[config.mk]
export PLATFORM = sky130hd
export DESIGN_NAME = uart_rx_pack
export DESIGN_NICKNAME = d
export VERILOG_FILES = /design/src/rtl/uart_rx_pack.sv
export SDC_FILE = /design/constraint.sdc
export NUM_CORES = 1
export LEC_CHECK = 0
export ABC_AREA = 1
export BUFFER_PORTS_ARGS = -buffer_cell sky130_fd_sc_hd__buf_2
export CAP_MARGIN = 10
export CORE_MARGIN = 2
export CORE_UTILIZATION = 50
export DETAILED_ROUTE_END_ITERATION = 10
export PLACE_DENSITY_LB_ADDON = 0.1
export SYNTH_ARGS = -nofsm -noshare
export SYNTH_HDL_FRONTEND = slang
export SYNTH_SLANG_ARGS = --single-unit
[constraint.sdc]
create_clock -name clk -period 5.6 [get_ports clk]
set_input_delay 0 -clock clk [delete_from_list [all_inputs] [get_ports clk]]
set_output_delay 0 -clock clk [all_outputs]
set_load 0.02 [all_outputs]
[src/rtl/uart_rx_pack.sv]
module uart_rx_pack #(
  parameter int OSR   = 16,
  parameter int DEPTH = 4,
  parameter int LEN_W = 12,
  parameter int STO_W = 6
) (
  input  logic             clk,
  input  logic             rst_n,
  input  logic             tick,
  input  logic             rxd,
  input  logic             len_wr,
  input  logic [LEN_W-1:0] len_in,
  input  logic [STO_W-1:0] stale_chars,
  input  logic             stale_en_cmd,
  input  logic             stale_dis_cmd,
  input  logic             stale_clr_cmd,
  input  logic             err_clr_cmd,
  input  logic             rd_en,
  output logic [31:0]      rd_data,
  output logic             rx_ready,
  output logic             overrun,
  output logic             frame_err,
  output logic             stale_irq,
  output logic [LEN_W-1:0] snap_total
);
  localparam int AW         = (DEPTH > 1) ? $clog2(DEPTH) : 1;
  localparam int BW         = $clog2(OSR);
  localparam int CHAR_TICKS = 10 * OSR;
  localparam int TW         = STO_W + $clog2(CHAR_TICKS) + 1;
  localparam logic [BW-1:0] TC_LAST = BW'(OSR - 1);
  localparam logic [BW-1:0] TC_MID  = BW'(OSR / 2 - 1);

  typedef enum logic [2:0] {S_IDLE, S_START, S_DATA, S_STOP, S_WAITHI} st_t;

  logic s1, s2;
  st_t st;
  logic [BW-1:0] tc;
  logic [2:0] bc;
  logic [7:0] sh, bq;
  logic bv;

  always_ff @(posedge clk or negedge rst_n)
    if (!rst_n) begin
      s1 <= 1'b1;
      s2 <= 1'b1;
    end else begin
      s1 <= rxd;
      s2 <= s1;
    end

  always_ff @(posedge clk or negedge rst_n)
    if (!rst_n) begin
      st <= S_IDLE; tc <= '0; bc <= '0; sh <= '0; bq <= '0; bv <= 1'b0; frame_err <= 1'b0;
    end else begin
      bv <= 1'b0;
      if (err_clr_cmd) frame_err <= 1'b0;
      case (st)
        S_IDLE: if (!s2) begin st <= S_START; tc <= '0; end
        S_START: if (tick) begin
          if (tc == TC_MID) begin
            st <= s2 ? S_IDLE : S_DATA;
            tc <= '0;
            bc <= '0;
          end else tc <= tc + 1'b1;
        end
        S_DATA: if (tick) begin
          if (tc == TC_LAST) begin
            tc <= '0;
            sh <= {s2, sh[7:1]};
            bc <= bc + 1'b1;
            if (bc == 3'd7) st <= S_STOP;
          end else tc <= tc + 1'b1;
        end
        S_STOP: if (tick) begin
          if (tc == TC_LAST) begin
            tc <= '0;
            if (s2) begin
              bv <= 1'b1;
              bq <= sh;
              st <= S_IDLE;
            end else begin
              frame_err <= 1'b1;
              st <= S_WAITHI;
            end
          end else tc <= tc + 1'b1;
        end
        S_WAITHI: if (s2) st <= S_IDLE;
        default: st <= S_IDLE;
      endcase
    end

  logic active, sen;
  logic [LEN_W-1:0] len, cnt;
  logic [1:0] bi;
  logic [31:0] pack;
  logic [TW-1:0] tmr;

  wire [TW-1:0] thr       = TW'(stale_chars) * TW'(CHAR_TICKS);
  wire          last_char = active && bv && (cnt + 1'b1 == len);
  wire          tmr_run   = active && sen && (cnt != '0) && (st == S_IDLE) && !bv;
  wire          stale_hit = tmr_run && tick && (tmr == thr - 1'b1);
  wire [31:0]   merged    = pack | ({24'b0, bq} << {bi, 3'b000});

  logic push;
  logic [31:0] push_data;
  always_comb begin
    push = 1'b0;
    push_data = merged;
    if (active && bv) push = (bi == 2'd3) || last_char;
    else if (stale_hit && bi != 2'd0) begin
      push = 1'b1;
      push_data = pack;
    end
  end

  always_ff @(posedge clk or negedge rst_n)
    if (!rst_n) begin
      active <= 1'b0; len <= '0; cnt <= '0; bi <= '0; pack <= '0; snap_total <= '0;
    end else if (len_wr) begin
      active <= 1'b1; len <= len_in; cnt <= '0; bi <= '0; pack <= '0;
    end else if (active && bv) begin
      cnt <= cnt + 1'b1;
      if (push) begin
        pack <= '0;
        bi <= '0;
      end else begin
        pack <= merged;
        bi <= bi + 1'b1;
      end
      if (last_char) begin
        active <= 1'b0;
        snap_total <= cnt + 1'b1;
      end
    end else if (stale_hit) begin
      active <= 1'b0;
      snap_total <= cnt;
      pack <= '0;
      bi <= '0;
    end

  always_ff @(posedge clk or negedge rst_n)
    if (!rst_n) begin
      sen <= 1'b0; stale_irq <= 1'b0; tmr <= '0;
    end else begin
      if (stale_en_cmd) sen <= 1'b1;
      if (stale_dis_cmd) sen <= 1'b0;
      if (stale_clr_cmd) stale_irq <= 1'b0;
      if (stale_hit) stale_irq <= 1'b1;
      if (!tmr_run) tmr <= '0;
      else if (tick) tmr <= tmr + 1'b1;
    end

  logic [31:0] mem [DEPTH];
  logic [AW-1:0] wp, rp;
  logic [AW:0] fcnt;
  wire full = (fcnt == (AW+1)'(DEPTH));
  wire pop  = rd_en && (fcnt != '0);
  wire wr   = push && (!full || pop);

  always_ff @(posedge clk) if (wr) mem[wp] <= push_data;

  always_ff @(posedge clk or negedge rst_n)
    if (!rst_n) begin
      wp <= '0; rp <= '0; fcnt <= '0; overrun <= 1'b0;
    end else begin
      if (wr) wp <= (wp == AW'(DEPTH - 1)) ? '0 : wp + 1'b1;
      if (pop) rp <= (rp == AW'(DEPTH - 1)) ? '0 : rp + 1'b1;
      case ({wr, pop})
        2'b10:   fcnt <= fcnt + 1'b1;
        2'b01:   fcnt <= fcnt - 1'b1;
        default: fcnt <= fcnt;
      endcase
      if (err_clr_cmd) overrun <= 1'b0;
      if (push && full && !pop) overrun <= 1'b1;
    end

  assign rd_data  = mem[rp];
  assign rx_ready = (fcnt != '0);

  AST_READY_FALL: assert property (@(posedge clk) disable iff (!rst_n)
    $fell(rx_ready) |-> $past(rd_en));
  AST_COUNT_CLOSE: assert property (@(posedge clk) disable iff (!rst_n)
    (last_char && !len_wr) |=> (!active && snap_total == $past(len)));
  AST_STALE_GATED: assert property (@(posedge clk) disable iff (!rst_n)
    $rose(stale_irq) |-> $past(sen && cnt != '0));
  AST_OVR_CAUSE: assert property (@(posedge clk) disable iff (!rst_n)
    $rose(overrun) |-> $past(push && full && !rd_en));
  AST_FRAME_CAUSE: assert property (@(posedge clk) disable iff (!rst_n)
    $rose(frame_err) |-> $past(st == S_STOP && !s2));
endmodule

==> results of run 1 <==
[power groups by stage]
stage          clock [mW]  sequential (mW)  combinational [mW]
2_1_floorplan           0             2.09               0.846
3_3_place_gp            0             2.11                1.18
3_5_place_dp            0             2.11                1.20
4_1_cts              1.89             2.08                1.22
5_1_grt              1.96             2.09                1.35
6_report             1.85             2.08                1.20
[cells by family (layout without fill, tap and decap cells)]
| logic type | after synthesis | after routing | share of synthesized area, % |
|---|---|---|---|
| AOI/OAI and AO/OA | 293 | 293 | 13.5 |
| xor gates and xnor gates | 12 | 12 | 0.993 |
| adders and majority gates | 24 | 24 | 2.63 |
| buffers and inverters | 228 | 339 | 7.35 |
| DFF | 254 | 254 | 58.5 |
| and+or+nand+nor | 474 | 474 | 17.0 |
[registers in the layout, indices dropped and copies added, names as in the netlist, 2 cells and up]
signal,flops
bc,3
tmr,15
pack,32
snap_total,12
tc,4
fcnt,3
wp,2
rp,2
len,12
sh,8
st,3
bi,2
mem,128
bq,8
cnt,12
[worst min-delay path by stage]
stage | from | end | slack (ps) | cells after the start
global placement | rst_n | snap_total[8]$_DFFE_PN0P_ | 90 | 1
floorplan | rst_n | active$_DFFE_PN0P_ | -300 | 0
detailed placement | rst_n | snap_total[8]$_DFFE_PN0P_ | 90 | 1
finish | rst_n | snap_total[8]$_DFFE_PN0P_ | 40 | 2
global route | rst_n | snap_total[8]$_DFFE_PN0P_ | 90 | 2
CTS | rst_n | snap_total[8]$_DFFE_PN0P_ | 60 | 2
[final cells by class]
type,count,share of cell area [%]
flip-flops and latches,254,50.6
repair buffers,114,5.37
clock buffers,39,5.57
well taps,319,2.88
multi-input cells,803,29.6
inverters,175,4.75
clock inverters,11,1.20
[cells in the mapped netlist (all sizes together)]
cell type / instances / area, µm²
a211oi: 4 / 30.0
a21oi: 20 / 100
a31oi: 1 / 6.26
and2: 1 / 6.26
buf: 10 / 61.3
clkbuf: 43 / 161
clkinv: 1 / 3.75
dfrtp: 124 / 3100
dfstp: 2 / 52.6
edfxtp: 128 / 3840
fa: 2 / 40.0
ha: 22 / 275
inv: 174 / 653
nand2: 230 / 886
nand3: 94 / 508
nand4: 7 / 43.8
nor2: 128 / 508
nor3: 10 / 55.1
nor4: 3 / 18.8
o211ai: 1 / 7.51
o21a: 2 / 15.0
o21ai: 197 / 997
o22ai: 36 / 225
o31ai: 32 / 240
or4: 1 / 7.51
xnor2: 1 / 8.76
xnor3: 1 / 22.5
xor2: 10 / 87.6
[stage by stage]
step / utilization (%) / hold slack, ps / power [mW]
finish: 59.0 / 43.3 / 5.13
global route: 59.0 / 86.1 / 5.40
floorplan: - / -296 / 2.94
global placement: 53.7 / 92.4 / 3.30
CTS: 59.0 / 57.1 / 5.18
detailed placement: 53.7 / 92.0 / 3.31
[critical path, delay by kind of cell (launching register included)]
kind / cells / cell delay [ps]
adders and majority gates: 1 / 200
DFF: 1 / 530
and+or+nand+nor: 11 / 1610
buffers and inverters: 2 / 520
[per-layer routing]
metal,GRT usage (%),vias up,wire [µm]
met4,5.63,0,624
met2,33.2,166,11900
met3,2.64,42,870
met1,29.1,4245,12200
li1,-,4507,-
met5,0,-,0
==> results.toml, run 1 <==
[layout]
layout-area-overhead-vs-synth_pct = 15.6
n_antenna_cell = 0
design_area_um2 = 13800
multiInputGateArea_um2 = 4100
final_cell_mix = "nand2_1 (223), o21ai_0 (171), inv_1 (167)"
drive_above_1_share_pct = 11.7
fillers = 2058
nets = 1427
final_cells = 1715
layout.area.seq_um2 = 7000
mostFrequentLayoutCell = "nand2_1"

[timing]
fin_crit_ps = 3290
fmax_ghz = 0.304
worst_slack_ps = 2310
slew_violations = 0
tightest_slew_ps = 1000
period_share_pct = 58.8
grt_setup_unrepaired = "false"
setup_violations = 0
finClkSkew_ps = 14.9
hold_viol = 0
finalSetupTns_ps = 0
relSlewSlack_pct = 33.2

[detailed_routing]
drc = 0
wl_mm = 25.6
route.detailed.wl_per_inst_um = 14.9
drt_iter0_markers = 609
viasPerCell = 5.22
vias = 8960
ant_nets = 0
dr.pass1.iters = 4

[power_and_ir_drop]
total_leakage_power_nw = 5.94
combPwrFrac_pct = 23.4
p_per_area_nw_per_um2 = 371
ir_drop_mv = 0.320
p_sw_share_pct = 31.1
p_int_mw = 3.53
switchingPower_mw = 1.60
seq_power_share_pct = 40.5
clockPowerShare_pct = 36.1

[clock_network]
cts_buffer_depth = 3
cts_tree = "yes"
clkSinkCount = 254
cts_root_buffer = "clkbuf_16"
clkLatencyLatePin_ps = 540
cts_buffers = 27
cts_resized = 0
clk_pin_slew_ps = 60
htree_num_levels = 1
cts_setup_buffers = 0
holdBufCountCts = 29

[floorplanning]
rows = 56
num_io_pins = 76
core_um2 = 23500
die_y_um = 159
dieArea_um2 = 25200
initial_core_util_pct = 51.0
fp.dieW_um = 159

[worst_hold_path]
hp-class = "in2async"

[place]
placed_cell_area_um2 = 12600
dp.cells = 1636
place.gp.congestion = 0.790
place_hpwl_mm = 16.4
post-place-ws_ps = 1880
port_buffers = 75

[synth]
syn_area_um2 = 12000
avgSynthCellArea_um2 = 9.31
syn_nets = 1337
ys_ff_latch = 254
synthDistinctLibCells = 40
seq_area_frac_synth_pct = 58.5
yosysWarnings = 0
syn-instance-count = 1285

[global_route]
grt_max_degree = 75
grtUsageTotal_pct = 20.4
grt_pass1_vias = 8544
overflow = 0
grt_pass1_wl_mm = 43.0
antenna_found_initial = 0

[worst_setup_path]
critical_path_arrival_ps = 3470
endpoint = "mem[0][6]$_DFFE_PP_"
path_cells = "inv_2, ha_1, nand2_1, nor2_1, nand2_1, nand3_1, nor2_1, nand3_1, nor2_4, nand3_4, nand2_4, nand3_2, nor2_2, buf_4"
r2r-end = "mem[0][6]$_DFFE_PP_"
reg2reg_from = "cnt[0]$_DFFE_PN0P_"
worst-setup-path-type = "reg2reg"
rr_worst_depth = 14
crit_path_max_fanout = 33
end_kind = "flop"
required_ps = 5780
rrSetupSlack_ps = 2310
max_stage_delay_ps = 530
cpMaxStageDelayCell = "dfrtp_1"
setup.worst_path.start_class = "flop"
startpoint = "cnt[0]$_DFFE_PN0P_"

[run_status]
outcome = "finished, final reports clean"

[run]
drv_cap = 0
(Power assumes the default switching activity.)
==> run 2: changes to the inputs <==
- clock period: 5.6 -> 2.8 ns (I/O delays scaled with it)
==> run 2 against run 1 <==
  * Sequential share of layout area decreased by 1.2 points
  * Combinational power increased by 120%
  * Hold slack better by 80 ps
  * Power is 98% higher
  * Clock power is 85% higher
  * Via count up 2.5%
  * First-iteration DRC count down 0.82%
  * Register-to-register slack lost 2100 ps
  * Critical path type unchanged
  * Critical endpoint is now fcnt[2]$_DFFE_PN0P_
  * Largest cell class unchanged
==> results.toml, run 2 (synthesis gave the netlist of run 1 again) <==
[run_status]
outcome = "finished, final reports clean"

[worst_setup_path]
required_ps = 3220
end_kind = "flop"
worst-setup-path-type = "reg2reg"
critical_path_arrival_ps = 2970
crit_path_max_fanout = 5
setup.worst_path.start_class = "flop"

[power_and_ir_drop]
ir_drop_mv = 0.507
p_per_area_nw_per_um2 = 716
total_leakage_power_nw = 6.17

[layout]
n_antenna_cell = 0
final_cell_mix = "nand2_1 (221), o21ai_0 (171), inv_1 (165)"
final_cells = 1744
largest_reg_flops = 128
layout-area-overhead-vs-synth_pct = 18.5
nets = 1456
biggestRegsByFlops = "mem x128, pack x32, tmr x15"
drive_above_1_share_pct = 14.6
top_register = "mem"
fillers = 1998
mostFrequentLayoutCell = "nand2_1"

[place]
dp.cells = 1667
post-place-ws_ps = -201
port_buffers = 75
place.gp.congestion = 0.788
place_hpwl_mm = 17.7

[detailed_routing]
wl_mm = 27.1
vias = 9181
route.detailed.wl_per_inst_um = 15.5
dr.pass1.iters = 4
drt_iter0_markers = 604
ant_nets = 0
drc = 0
viasPerCell = 5.26

[global_route]
overflow = 0
grt_pass1_wl_mm = 45.2
grt_max_degree = 67
grt_pass1_vias = 8907
grtUsageTotal_pct = 21.7
antenna_found_initial = 0

[clock_network]
clkSinkCount = 254
cts_buffers = 27
cts_buffer_depth = 3
clk_pin_slew_ps = 60
cts_tree = "yes"
cts_root_buffer = "clkbuf_16"
clkLatencyLatePin_ps = 540
htree_num_levels = 1

[timing]
period_share_pct = 90.8
finClkSkew_ps = 24.5
hold_viol = 0
tightest_slew_ps = 967
fmax_ghz = 0.393
fin_crit_ps = 2540
setup_violations = 0
relSlewSlack_pct = 35.4
worst_slack_ps = 258
slew_violations = 0

[floorplanning]
core_um2 = 23500
fp.dieW_um = 159
initial_core_util_pct = 51.0
num_io_pins = 76
dieArea_um2 = 25200
rows = 56
die_y_um = 159

[worst_hold_path]
hp-class = "in2async"

[run]
drv_cap = 0
run 2: what timing repair did:
| action | CTS | global route |
|---|---|---|
| buffers inserted | 0 | 5 |
| endpoints found under the hold margin | 96 | 0 |
| setup endpoints to repair | 0 | 137 |
| hold buffers | 23 | 0 |
| gates resized for setup | 0 | 11 |
run 2: cell type report:
| class | count | area, µm² | share of cell area [%] |
|---|---|---|---|
| inverters | 175 | 657 | 4.63 |
| clock buffers | 40 | 744 | 5.25 |
| repair buffers | 143 | 1070 | 7.54 |
| well taps | 319 | 399 | 2.82 |
| flip-flops and latches | 254 | 7000 | 49.4 |
| clock inverters | 10 | 110 | 0.777 |
| multi-input cells | 803 | 4200 | 29.6 |
run 2: path summary, 6_finish.rpt:
path                                     from             endpoint  slack [ps]  depth (start not counted)
max                        cnt[0]$_DFFE_PN0P_  fcnt[2]$_DFFE_PN0P_         260                         21
min                                     rst_n    rp[1]$_DFFE_PN0P_         120                          2
max reg2reg                cnt[0]$_DFFE_PN0P_  fcnt[2]$_DFFE_PN0P_         260                         21
min reg2reg                      s1$_DFF_PN1_         s2$_DFF_PN1_         360                          0
max in group asynchronous               rst_n    bq[3]$_DFFE_PN0P_        2000                          3
min in group clk                          rxd         s1$_DFF_PN1_         130                          2
run 2: through the flow:
stage	util, %	TNS (ps)	hold slack [ps]	area (µm²)	power [mW]
floorplan	-	-16920	-296	12000	5.88
global placement	55.5	-22970	108	13000	6.73
detailed placement	55.5	-25010	108	13000	6.78
CTS	60.1	0	104	14100	10.3
global route	60.4	-3.93	123	14200	10.7
finish	60.4	0	123	14200	10.2
run 2: layer usage:
| metal | vias up | wire length (µm) | share of wire [%] | GRT usage, % |
|---|---|---|---|---|
| met5 | - | 0 | 0 | 0 |
| met4 | 0 | 425 | 1.6 | 4.21 |
| met3 | 29 | 1170 | 4.3 | 2.64 |
| met2 | 222 | 13300 | 49 | 37.6 |
| met1 | 4359 | 12100 | 45 | 29.6 |
| li1 | 4571 | - | - | - |
run 2: critical path, cell delays in order, from the launching register on:
cell     delay (ps)
dfrtp_2         410
ha_1            180
nand2_1         100
nor2_4          190
nand4_1         140
nand2_1         120
nand2_1          50
nand2_1          50
inv_1            30
nand2_1          70
nor2_2           50
nand2_2          90
nand3_4         100
nand2_2         100
nand2_2          60
fa_1            380
inv_1            60
nand2_1          60
nand2_1          60
nand2_1          40
nand2_1          50
inv_1            30
run 2: where the power goes:
part	internal (mW)	switching [mW]
Clock	2.03	1.40
Sequential	4.02	0.0975
Combinational	0.835	1.77
Total	6.88	3.27
==> run 3: changes to the inputs <==
- ABC_AREA: 1 -> 0
- TNS_END_PERCENT: not set -> 100
==> run 3 against run 2 <==
  * The run now ends with negative setup slack left
  * Global-route usage down 1.4 points
  * Area after synthesis down 5.1%
  * Critical path depth down 8
  * Sequential power up 1%
  * Critical path type unchanged
==> results.toml, run 3 <==
[worst_hold_path]
hp-class = "in2async"

[worst_setup_path]
rrSetupSlack_ps = -280
rr_worst_depth = 13
r2r-end = "mem[1][12]$_DFFE_PP_"
worst-setup-path-type = "reg2reg"
setup.worst_path.start_class = "flop"
required_ps = 3040
crit_path_max_fanout = 9
critical_path_arrival_ps = 3310
end_kind = "flop"
reg2reg_from = "tmr[0]$_DFFE_PN0P_"

[timing]
worst_slack_ps = -279
period_share_pct = 110
grt_setup_unrepaired = "true"
slew_violations = 0
hold_viol = 0
finClkSkew_ps = 16.5
fmax_ghz = 0.325
whs_ps = 125
setup_violations = 289
relSlewSlack_pct = 35.6
tightest_slew_ps = 963
fin_crit_ps = 3080

[layout]
layout-area-overhead-vs-synth_pct = 29.4
final_core_util_pct = 65.5
final_cell_mix = "edfxtp_1 (128), dfrtp_1 (123), buf_4 (84)"
biggestRegsByFlops = "mem x128, pack x32, tmr x15"
nets = 1099
drive_above_1_share_pct = 35.2
top_register = "mem"
largest_reg_flops = 128
final_cells = 1352
mostFrequentLayoutCell = "edfxtp_1"
n_antenna_cell = 0

[clock_network]
htree_num_levels = 1
cts_tree = "yes"
clkSinkCount = 254
clkLatencyLatePin_ps = 520
cts_buffers = 27
cts_root_buffer = "clkbuf_16"
clk_pin_slew_ps = 60
cts_buffer_depth = 3

[place]
port_buffers = 75
place.gp.congestion = 0.838
place_hpwl_mm = 15.7
dp.cells = 1254

[floorplanning]
initial_core_util_pct = 50.6
fp.dieW_um = 155
die_y_um = 155
num_io_pins = 76
core_um2 = 22400
dieArea_um2 = 23900
rows = 55

[synth]
syn_area_um2 = 11400
yosysWarnings = 0
synth_edf_count = 128
seq_area_frac_synth_pct = 61.6
ys_ff_latch = 254
syn-instance-count = 846
yosysTopAreaCell = "edfxtp_1"
synthDistinctLibCells = 72
synth.top_cell.area_share_pct = 33.9
syn_nets = 898
synth_most_common_cell = "edfxtp_1"
ys.flop_type = "edfxtp_1"
synth_commonest_cells = "edfxtp_1 (128), dfrtp_1 (124), nor2_1 (79)"
synth_area_leaders = "edfxtp_1 (34%), dfrtp_1 (27%), mux4_2 (6.3%), mux2_2 (3.3%), nor2_1 (2.6%)"
ys_async_sr_fraction_pct = 49.6
avgSynthCellArea_um2 = 13.4

[global_route]
antenna_found_initial = 0
grtUsageTotal_pct = 20.2
overflow = 0
grt_pass1_wl_mm = 38.7
grt_max_degree = 63
grt_pass1_vias = 7601

[detailed_routing]
drc = 0
vias = 7485
viasPerCell = 5.54
route.detailed.wl_per_inst_um = 18.4
dr.pass1.iters = 5
wl_mm = 24.9
drt_iter0_markers = 341
ant_nets = 0

[power_and_ir_drop]
p_per_area_nw_per_um2 = 654
ir_drop_mv = 0.481
total_leakage_power_nw = 6.54
finalPower_mw = 9.61

[run]
drv_cap = 0

[run_status]
outcome = "finished, violations left"
failed_checks = "negative setup slack"
[run 3: cell types whose count changed after synthesis, moves of 36 or more]
cell,before,now
nand2_1,223,62
o21ai_0,171,13
a21o_1,0,36
inv_1,167,23
nor2_1,121,79
nand3_1,88,19
[run 3: logic make-up (layout without fill, tap and decap cells)]
kind of cell	after synthesis	after routing	share of synthesized area, %
adders and majority gates	24	24	2.78
AOI/OAI and AO/OA	123	123	7.76
DFF	254	254	61.6
buffers and inverters	63	284	2.34
xor gates and xnor gates	56	56	4.32
muxes	70	70	10.1
and+or+nand+nor	256	256	11.1
[run 3: cell type report]
cell class / count / area [µm²]
Clock buffer: 39 / 778
Clock inverter: 10 / 124
Fill cell: 1669 / 7740
Inverter: 24 / 90.1
Multi-Input combinational cell: 529 / 4520
Sequential cell: 254 / 7000
Tap cell: 285 / 357
Timing Repair Buffer: 211 / 1830
[run 3: timing repair]
item / 4_1_cts / 5_1_grt
pin swaps: 23 / 31
hold buffers: 21 / 0
setup buffers: 15 / 9
gates cloned: 3 / 8
endpoints found under the hold margin: 92 / 0
endpoints found under the setup margin: 306 / 308
resized for setup: 27 / 44
[run 3: worst max-delay path by stage]
stage	startpoint	end	slack (ps)	depth (start not counted)
after CTS	cnt[1]$_DFFE_PN0P_	mem[3][23]$_DFFE_PP_	-300	14
after global routing	cnt[0]$_DFFE_PN0P_	mem[3][21]$_DFFE_PP_	-430	14
after detailed placement	stale_chars[3]	mem[2][11]$_DFFE_PP_	-850	14
final	tmr[0]$_DFFE_PN0P_	mem[1][12]$_DFFE_PP_	-280	13
after global placement	stale_chars[3]	mem[0][10]$_DFFE_PP_	-800	14
after floorplan	stale_chars[3]	fcnt[2]$_DFFE_PN0P_	-540	16
[run 3: power by group]
part           switching (mW)  internal (mW)  total (mW)
logic                   0.986          0.876        1.86
registers               0.156           4.02        4.17
clock network            1.38           2.19        3.57
total                    2.52           7.09        9.61
[run 3: critical path, cell delays in order (launching register included)]
cell and delay [ps]:
dfrtp_1 360, ha_2 180, and4_4 230, nand4_1 100, or4b_4 570, nor3_4 150
nand2_2 90, a2111oi_4 320, o21ai_4 90, buf_6 130, nor2_4 90, buf_6 110
and2_4 200, clkbuf_16 190
[run 3: metrics by stage]
step | instance area [µm²] | worst slack (ps) | setup TNS [ps]
finish | 14700 | -279 | -48550
global route | 14700 | -433 | -91110
CTS | 14300 | -301 | -49980
detailed placement | 12900 | -854 | -179980
global placement | 12900 | -802 | -165140
floorplan | 11500 | -537 | -54310
[run 3: routing by layer]
| metal | vias to the layer above | share of wire, % | wire length [µm] | GRT usage, % |
|---|---|---|---|---|
| met5 | - | 0 | 0 | 0 |
| met4 | 0 | 2.2 | 541 | 5.82 |
| met3 | 45 | 4.1 | 1030 | 2.69 |
| met2 | 150 | 50 | 12600 | 35.6 |
| met1 | 3778 | 43 | 10800 | 26.5 |
| li1 | 3512 | - | - | - |
